==> config.mk <==
export PLATFORM = sky130hd
export DESIGN_NAME = cgc_idle_gate
export DESIGN_NICKNAME = d
export VERILOG_FILES = /design/src/rtl/cgc_pkg.sv /design/src/rtl/cgc_delay_timer.sv /design/src/rtl/cgc_seq_fsm.sv /design/src/rtl/cgc_gate_decode.sv /design/src/rtl/cgc_idle_gate.sv
export SDC_FILE = /design/constraint.sdc
export NUM_CORES = 1
export LEC_CHECK = 0
export BUFFER_PORTS_ARGS = -buffer_cell sky130_fd_sc_hd__clkbuf_2
export CORE_MARGIN = 2
export CORE_UTILIZATION = 55
export DETAILED_ROUTE_END_ITERATION = 8
export PLACE_DENSITY = 0.84
export SYNTH_ARGS = -nofsm -noshare
export SYNTH_HDL_FRONTEND = slang
export SYNTH_SLANG_ARGS = --single-unit
==> constraint.sdc <==
create_clock -name clk -period 5.15 [get_ports clk]
set_input_delay 1.03 -clock clk [delete_from_list [all_inputs] [get_ports clk]]
set_output_delay 1.03 -clock clk [all_outputs]
set_load 0.01 [all_outputs]
==> src/rtl/cgc_pkg.sv <==
package cgc_pkg;
  typedef enum logic [1:0] {
    CG_RUN   = 2'd0,
    CG_WAIT  = 2'd1,
    CG_LOCAL = 2'd2,
    CG_FULL  = 2'd3
  } cg_state_e;

  localparam logic [1:0] MODE_BOTH       = 2'b00;
  localparam logic [1:0] MODE_LOCAL_ONLY = 2'b10;
endpackage

==> src/rtl/cgc_delay_timer.sv <==
module cgc_delay_timer #(
  parameter int DELAY_W = 8
) (
  input  logic               clk,
  input  logic               rst_n,
  input  logic               clear,
  input  logic               tick,
  input  logic [DELAY_W-1:0] limit,
  output logic               expire
);
  logic [DELAY_W-1:0] cnt_q;
  localparam logic [DELAY_W-1:0] CNT_MAX = '1;

  // Ticks seen so far in the current idle period; saturates at its maximum.
  always_ff @(posedge clk or negedge rst_n) begin
    if (!rst_n) begin
      cnt_q <= '0;
    end else if (clear) begin
      cnt_q <= '0;
    end else if (tick && cnt_q != CNT_MAX) begin
      cnt_q <= cnt_q + 1'b1;
    end
  end

  // The (limit+1)-th tick ends the wait; >= tolerates a limit lowered mid-count.
  assign expire = tick && !clear && (cnt_q >= limit);
endmodule

==> src/rtl/cgc_seq_fsm.sv <==
module cgc_seq_fsm
  import cgc_pkg::*;
(
  input  logic      clk,
  input  logic      rst_n,
  input  logic      idle,
  input  logic      tick,
  input  logic      expire,
  output cg_state_e state,
  output logic      timer_clear
);
  cg_state_e state_q, state_d;

  always_comb begin
    state_d = state_q;
    unique case (state_q)
      CG_RUN:   if (idle) state_d = CG_WAIT;
      CG_WAIT:  if (!idle) state_d = CG_RUN;
                else if (expire) state_d = CG_LOCAL;
      CG_LOCAL: if (!idle) state_d = CG_RUN;
                else if (tick) state_d = CG_FULL;
      CG_FULL:  if (!idle) state_d = CG_RUN;
      default:  state_d = CG_RUN;
    endcase
  end

  always_ff @(posedge clk or negedge rst_n) begin
    if (!rst_n) state_q <= CG_RUN;
    else        state_q <= state_d;
  end

  assign state       = state_q;
  assign timer_clear = (state_q != CG_WAIT);
endmodule

==> src/rtl/cgc_gate_decode.sv <==
module cgc_gate_decode
  import cgc_pkg::*;
(
  input  logic      rst_n,
  input  logic      idle,
  input  cg_state_e state,
  input  logic [1:0] gate_mode,
  input  logic      aux_gate_dis,
  output logic      local_gate_en,
  output logic      trunk_gate_en,
  output logic      aux_gate_en
);
  logic allow_local, allow_trunk, live, past_delay, full_seq;

  assign allow_local = (gate_mode == MODE_BOTH) || (gate_mode == MODE_LOCAL_ONLY);
  assign allow_trunk = (gate_mode == MODE_BOTH);
  // Wake path is combinational on idle and reset so the clock returns at once.
  assign live        = rst_n && idle;
  assign past_delay  = (state == CG_LOCAL) || (state == CG_FULL);
  assign full_seq    = (state == CG_FULL);

  assign local_gate_en = live && past_delay && allow_local;
  assign trunk_gate_en = live && full_seq && allow_trunk;
  assign aux_gate_en   = live && past_delay && !aux_gate_dis;
endmodule

==> src/rtl/cgc_idle_gate.sv <==
module cgc_idle_gate
  import cgc_pkg::*;
#(
  parameter int DELAY_W = 8
) (
  input  logic               clk,
  input  logic               rst_n,
  input  logic               idle,
  input  logic               tick,
  input  logic [DELAY_W-1:0] min_delay,
  input  logic [1:0]         gate_mode,
  input  logic               aux_gate_dis,
  output logic               local_gate_en,
  output logic               trunk_gate_en,
  output logic               aux_gate_en
);
  cg_state_e state;
  logic      timer_clear;
  logic      expire;

  cgc_delay_timer #(.DELAY_W(DELAY_W)) u_timer (
    .clk    (clk),
    .rst_n  (rst_n),
    .clear  (timer_clear),
    .tick   (tick),
    .limit  (min_delay),
    .expire (expire)
  );

  cgc_seq_fsm u_fsm (
    .clk         (clk),
    .rst_n       (rst_n),
    .idle        (idle),
    .tick        (tick),
    .expire      (expire),
    .state       (state),
    .timer_clear (timer_clear)
  );

  cgc_gate_decode u_dec (
    .rst_n         (rst_n),
    .idle          (idle),
    .state         (state),
    .gate_mode     (gate_mode),
    .aux_gate_dis  (aux_gate_dis),
    .local_gate_en (local_gate_en),
    .trunk_gate_en (trunk_gate_en),
    .aux_gate_en   (aux_gate_en)
  );
endmodule

==> results of run 1 <==
[flip-flops by register name, summed over array words and instances, names as in the netlist]
register,flops
u_timer.cnt_q,8
u_fsm.state,2
[stage by stage]
| stage | power, uW | util |
|---|---|---|
| floorplan | 104 | - |
| global placement | 113 | 0.660 |
| detailed placement | 115 | 0.660 |
| CTS | 184 | 0.688 |
| global route | 195 | 0.688 |
| finish | 182 | 0.688 |
[layout make-up]
type | instances | area, um^2
inverters | 9 | 33.8
clock buffers | 4 | 36.3
repair buffers | 17 | 85.1
fillers | 109 | 400
flip-flops and latches | 10 | 250
well taps | 15 | 18.8
multi-input cells | 64 | 460
[worst max-delay path by stage]
| stage | endpoint | slack [ns] | cells past startpoint |
|---|---|---|---|
| floorplan | trunk_gate_en | 2.54 | 2 |
| global placement | trunk_gate_en | 2.27 | 4 |
| detailed placement | trunk_gate_en | 2.21 | 4 |
| CTS | trunk_gate_en | 2.20 | 4 |
| global route | trunk_gate_en | 2.07 | 4 |
| finish | trunk_gate_en | 2.22 | 4 |
[worst reg2reg max path, delay by kind of cell (launching register included)]
kind                     cells  cell delay (ns)
AO/OA/AOI/OAI                2             0.74
adder cells (fa/ha/maj)      1             0.27
buffers and inverters        1             0.08
flip-flops                   1             0.38
AND/OR/NAND/NOR              2             0.27
[Yosys cell counts]
master / instances
nand3_1: 2
nor3_1: 3
and3_1: 2
nor4b_1: 2
a2111oi_4: 1
nor2b_1: 1
xnor2_1: 1
nand2b_1: 1
mux2i_1: 2
o21ai_0: 1
inv_1: 9
buf_2: 1
a31oi_1: 1
nand2b_4: 1
o21a_1: 3
ha_1: 9
nand2_1: 4
o21ai_1: 1
clkbuf_1: 1
nand4_1: 5
nor2_1: 15
o41a_1: 1
a211oi_1: 2
a21oi_1: 2
dfrtp_1: 10
o211ai_1: 2
xor2_1: 2
[power by group through the flow]
stage	Combinational, uW	Clock [uW]	Sequential, uW
after floorplan	20.5	0	83.8
after global placement	28.9	0	84.2
after detailed placement	30.3	0	84.4
after CTS	30.4	70.9	82.9
after global routing	33.7	78.6	83.2
final	30.1	69.3	83.0
[layout by cell type, fill, tap and decap left out, types with 2 or more instances in the layout]
cell,n
nand4_1,5
inv_1,9
dfrtp_1,10
o211ai_1,2
a21oi_1,2
xor2_1,2
and3_1,2
mux2i_1,2
nand2_1,4
a211oi_1,2
clkbuf_2,17
ha_1,9
o21a_1,3
clkbuf_4,3
nor4b_1,2
nor2_1,15
nor3_1,3
nand3_1,2
[kinds of logic (layout without fill, tap and decap cells)]
kind of cell    Yosys count  in the layout  share of synthesized area
mux                       2              2                     0.0266
simple gates             36             36                      0.244
xor+xnor                  3              3                     0.0349
buf+inv                  11             30                     0.0565
flops                    10             10                      0.332
compound gates           14             14                      0.156
fa+ha+maj                 9              9                      0.150
[metal layers]
| metal | vias up | part of all wire |
|---|---|---|
| li1 | 340 | - |
| met2 | 29 | 0.50 |
| met3 | 10 | 0.067 |
| met4 | 0 | 0.029 |
| met5 | - | 0 |
| met1 | 315 | 0.40 |
==> impl_metrics.csv, run 1 <==
group,metric,value,unit
power,vdd_drop_max,0.171,mV
floorplan,io_pins,18,
routing,drc,0,
critical_path,path_buf_inv,2,
clock_network,ctsResizeCount,0,
routing,wl,1530,um
power,power_frac_comb,0.165,
clock_network,insertion_delay,0.27,ns
clock_network,clk_pin_slew_worst_paths,0.07,ns
routing,vias,694,
critical_path,r2r-start,"u_timer.cnt_q[0]",
power,power_density,206,nW/um^2
timing,clock.fmax,0.342,GHz
outcome,status,"finished clean",
grt,grt_antenna_before_repair,0,
finish,area_growth,17.4,%
floorplan,die-area,1680,um^2
critical_path,critical_path_class,"in2out",
timing,clock-skew-final,0.0100,ns
critical_path,regToRegSetupSlack,3.29,ns
routing,initialDrtViolationCount,9,
routing,drt_first_pass_iters,4,
clock_network,cts_sinks,10,
hold_path,min_path_type,"in2async",
power,leakage,0.000460,uW
clock_network,cts_tree,"done",
timing,fin_crit_sh,0.569,
clock_network,ctsHtreeMaxLevel,1,
timing,setup_viol,0,
synthesis,synth-warning-count,0,
synthesis,synthDistinctLibCells,27,
synthesis,synth_area_leaders,"dfrtp_1, ha_1, nor2_1, inv_1, nand4_1",
timing,setup_tns,0,ns
critical_path,crit_path_start,"rst_n",
grt,grt_pass1_vias,648,
synthesis,syn_nets,109,
critical_path,worstPathMaxFanout,11,
timing,max_slew_margin,0.761,
critical_path,arrival,1.90,ns
place,dp.cells,115,
power,clockPowerShare,0.380,
timing,grt_setup_unrepaired,"false",
finish,fin_cells,119,
critical_path,crit_top_cell,"clkbuf_2",
place,hpwl,1240,um
job,drv_cap,0,
power,p_sw_frac,0.238,
clock_network,clock_path_buffers,2,
timing,final.setup.worst_slack,2.22,ns
power,p_seq_frac,0.455,
critical_path,critPathLaunchType,"input pin",
synthesis,yosysTopAreaCellShare,0.332,
floorplan,die_y,41.0,um
critical_path,path_cells,"clkbuf_2, nand3_1, nor4b_1, clkbuf_2",
finish,nets,129,
synthesis,syn_area_per_cell,8.86,um^2
floorplan,core,1280,um^2
floorplan,fp-row-count,13,
place,pre_cts_ws,2.21,ns
finish,layout-drive-gt1-share,0.221,
timing,timing.hold.ws,0.609,ns
grt,top_usage_layer,"met2",
grt,globalRouteOverflowTotal,0,
critical_path,reg2reg_depth,6,
clock_network,cts_made_buffers,3,
timing,drv_slew,0,
power,power.switching,43.4,uW
critical_path,max_stage_delay,0.28,ns
grt,use_met2,0.410,
routing,routedWlPerCell,12.9,um
grt,use_met3,0.130,
grt,grt_pass1_wl,2440,um
clock_network,post-cts-setup-buffers,0,
clock_network,root_buffer,"clkbuf_4",
critical_path,cpMaxStageDelayCell,"nor4b_1",
synthesis,seq_area_frac_synth,0.332,
grt,met1_usage,0.207,
grt,grt_max_degree,12,
finish,fin_area,885,um^2
critical_path,crit_family,"simple AND/OR/NAND/NOR gates",
synthesis,ys_seq_elements,10,
clock_network,ctsHoldBuffers,0,
routing,vias_per_cell,5.83,
finish,n_antenna_cell,0,
place,io_buffers,17,
critical_path,crit_required,4.12,ns
grt,grtUsageTotal,0.239,
synthesis,netlist_instances,85,
critical_path,endpoint_kind,"output port",
timing,tightest_slew,0.356,ns
timing,hold_viol_final,0,
critical_path,regToRegEndpoint,"u_fsm.state[1]",
floorplan,die_w,41.0,um
routing,ant_nets,0,
place,place_congestion,0.738,
place,place_area,848,um^2
timing,period_needed,2.93,ns
synthesis,synthesis.area,753,um^2
power,p_int,139,uW
floorplan,initial_core_util,0.586,
synthesis,synth_largest_area_cell,"dfrtp_1",
(Power assumes the default switching activity.)
==> run 2, diff against run 1 <==
--- a/config.mk
+++ b/config.mk
@@ -7,9 +7,9 @@
 export LEC_CHECK = 0
 export BUFFER_PORTS_ARGS = -buffer_cell sky130_fd_sc_hd__clkbuf_2
 export CORE_MARGIN = 2
-export CORE_UTILIZATION = 55
+export CORE_UTILIZATION = 46
 export DETAILED_ROUTE_END_ITERATION = 8
-export PLACE_DENSITY = 0.84
+export PLACE_DENSITY = 0.75
 export SYNTH_ARGS = -nofsm -noshare
 export SYNTH_HDL_FRONTEND = slang
 export SYNTH_SLANG_ARGS = --single-unit
==> constraint.sdc (replaced) <==
create_clock -name clk -period 2.45 [get_ports clk]
set_input_delay 0.49 -clock clk [delete_from_list [all_inputs] [get_ports clk]]
set_output_delay 0.49 -clock clk [all_outputs]
set_load 0.01 [all_outputs]
==> impl_metrics.csv, run 2 (same netlist as run 1, synthesis figures left out) <==
group,metric,value,unit
outcome,status,"finished clean",
finish,largest-register,"u_timer.cnt_q",
place,hpwl,1210,um
grt,grt_max_degree,12,
critical_path,critPathLaunchType,"input pin",
power,vdd_drop_max,0.210,mV
critical_path,cpMaxStageDelayCell,"nor4b_1",
grt,grtUsageTotal,0.185,
clock_network,cts_sinks,10,
routing,ant_nets,0,
clock_network,clock_path_buffers,2,
grt,use_met2,0.330,
clock_network,ctsHtreeMaxLevel,1,
critical_path,path_cells,"clkbuf_2, nand3_1, nor4b_1, clkbuf_2",
place,pre_cts_ws,0.523,ns
grt,grt_pass1_vias,671,
critical_path,max_stage_delay,0.28,ns
timing,setup_viol,0,
grt,grt_antenna_before_repair,0,
floorplan,fp-row-count,14,
floorplan,core,1520,um^2
finish,area_growth,15.8,%
timing,setup_tns,0,ns
place,io_buffers,17,
timing,clock-skew-final,0.000834,ns
power,power_density,400,nW/um^2
grt,grt_pass1_wl,2680,um
clock_network,ctsResizeCount,0,
clock_network,cts_made_buffers,3,
floorplan,die_w,44.5,um
critical_path,worstPathMaxFanout,11,
timing,fin_crit_sh,0.761,
routing,vias_per_cell,5.66,
hold_path,min_path_type,"in2async",
critical_path,path_buf_inv,2,
power,power,349,uW
finish,layout-drive-gt1-share,0.214,
clock_network,clk_pin_slew_worst_paths,0.07,ns
floorplan,io_pins,18,
timing,period_needed,1.86,ns
routing,drt_first_pass_iters,4,
critical_path,crit_top_cell,"clkbuf_2",
timing,tightest_slew,0.354,ns
timing,grt_setup_unrepaired,"false",
routing,wl,1450,um
clock_network,insertion_delay,0.26,ns
timing,final.setup.worst_slack,0.585,ns
finish,n_antenna_cell,0,
clock_network,post-cts-setup-buffers,0,
critical_path,critical_path_class,"in2out",
critical_path,regToRegEndpoint,"u_fsm.state[1]",
finish,fill_cells,139,
finish,fin_util,0.572,
finish,mostFrequentLayoutCell,"clkbuf_2",
floorplan,initial_core_util,0.494,
critical_path,r2r-start,"u_timer.cnt_q[0]",
grt,use_met3,0.0408,
finish,nets,129,
place,place_congestion,0.807,
critical_path,crit_family,"simple AND/OR/NAND/NOR gates",
routing,initialDrtViolationCount,8,
clock_network,root_buffer,"clkbuf_4",
critical_path,crit_required,1.96,ns
power,leakage,0.000453,uW
critical_path,arrival,1.37,ns
timing,clock.fmax,0.536,GHz
finish,largest_register_ffs,8,
critical_path,reg2reg_depth,6,
floorplan,die-area,1980,um^2
clock_network,ctsHoldBuffers,0,
finish,multi_input_area,460,um^2
clock_network,cts_tree,"done",
critical_path,regToRegSetupSlack,0.63,ns
routing,routedWlPerCell,12.2,um
grt,met1_usage,0.211,
grt,globalRouteOverflowTotal,0,
timing,drv_slew,0,
grt,top_usage_layer,"met2",
timing,max_slew_margin,0.764,
critical_path,endpoint_kind,"output port",
timing,hold_viol_final,0,
routing,vias,674,
floorplan,die_y,44.5,um
routing,drc,0,
job,drv_cap,0,
finish,seq_area,250,um^2
finish,final_cell_mix,"clkbuf_2, nor2_1, dfrtp_1, inv_1, ha_1",
-- run 2: layout make-up --
type / instances / share of cell area
inverter: 9 / 0.0387
tap: 16 / 0.0230
timing repair buffer: 17 / 0.0976
sequential: 10 / 0.287
multi-input combinational: 64 / 0.528
clock buffer: 3 / 0.0258
-- run 2: worst max path at each step --
stage | cells past startpoint | startpoint | endpoint
after global routing | 4 | rst_n | trunk_gate_en
after detailed placement | 6 | min_delay[0] | u_fsm.state[1]
after global placement | 6 | min_delay[0] | u_fsm.state[1]
after floorplan | 5 | min_delay[0] | u_fsm.state[1]
after CTS | 4 | rst_n | trunk_gate_en
final | 4 | rst_n | trunk_gate_en
-- run 2: stage by stage --
step                      std cells  area, um^2  hold slack (ns)
after floorplan                  85         753            0.194
after global routing            119         872            0.109
after global placement          116         850            0.378
after detailed placement        116         850            0.382
final                           119         872           0.0939
after CTS                       119         872            0.104
-- run 2: routing by layer --
layer | routed length [um] | vias to the layer above
met5 | 0 | -
met4 | 24 | 0
met3 | 94 | 4
met2 | 680 | 18
met1 | 654 | 311
li1 | - | 341
-- run 2: report_power, final --
group | switching, uW | leakage (uW) | total, uW | internal (uW)
registers | 5.43 | 0.000136 | 175 | 169
clock network | 55.2 | 0.0000138 | 112 | 56.6
logic | 29.8 | 0.000303 | 62.3 | 32.5
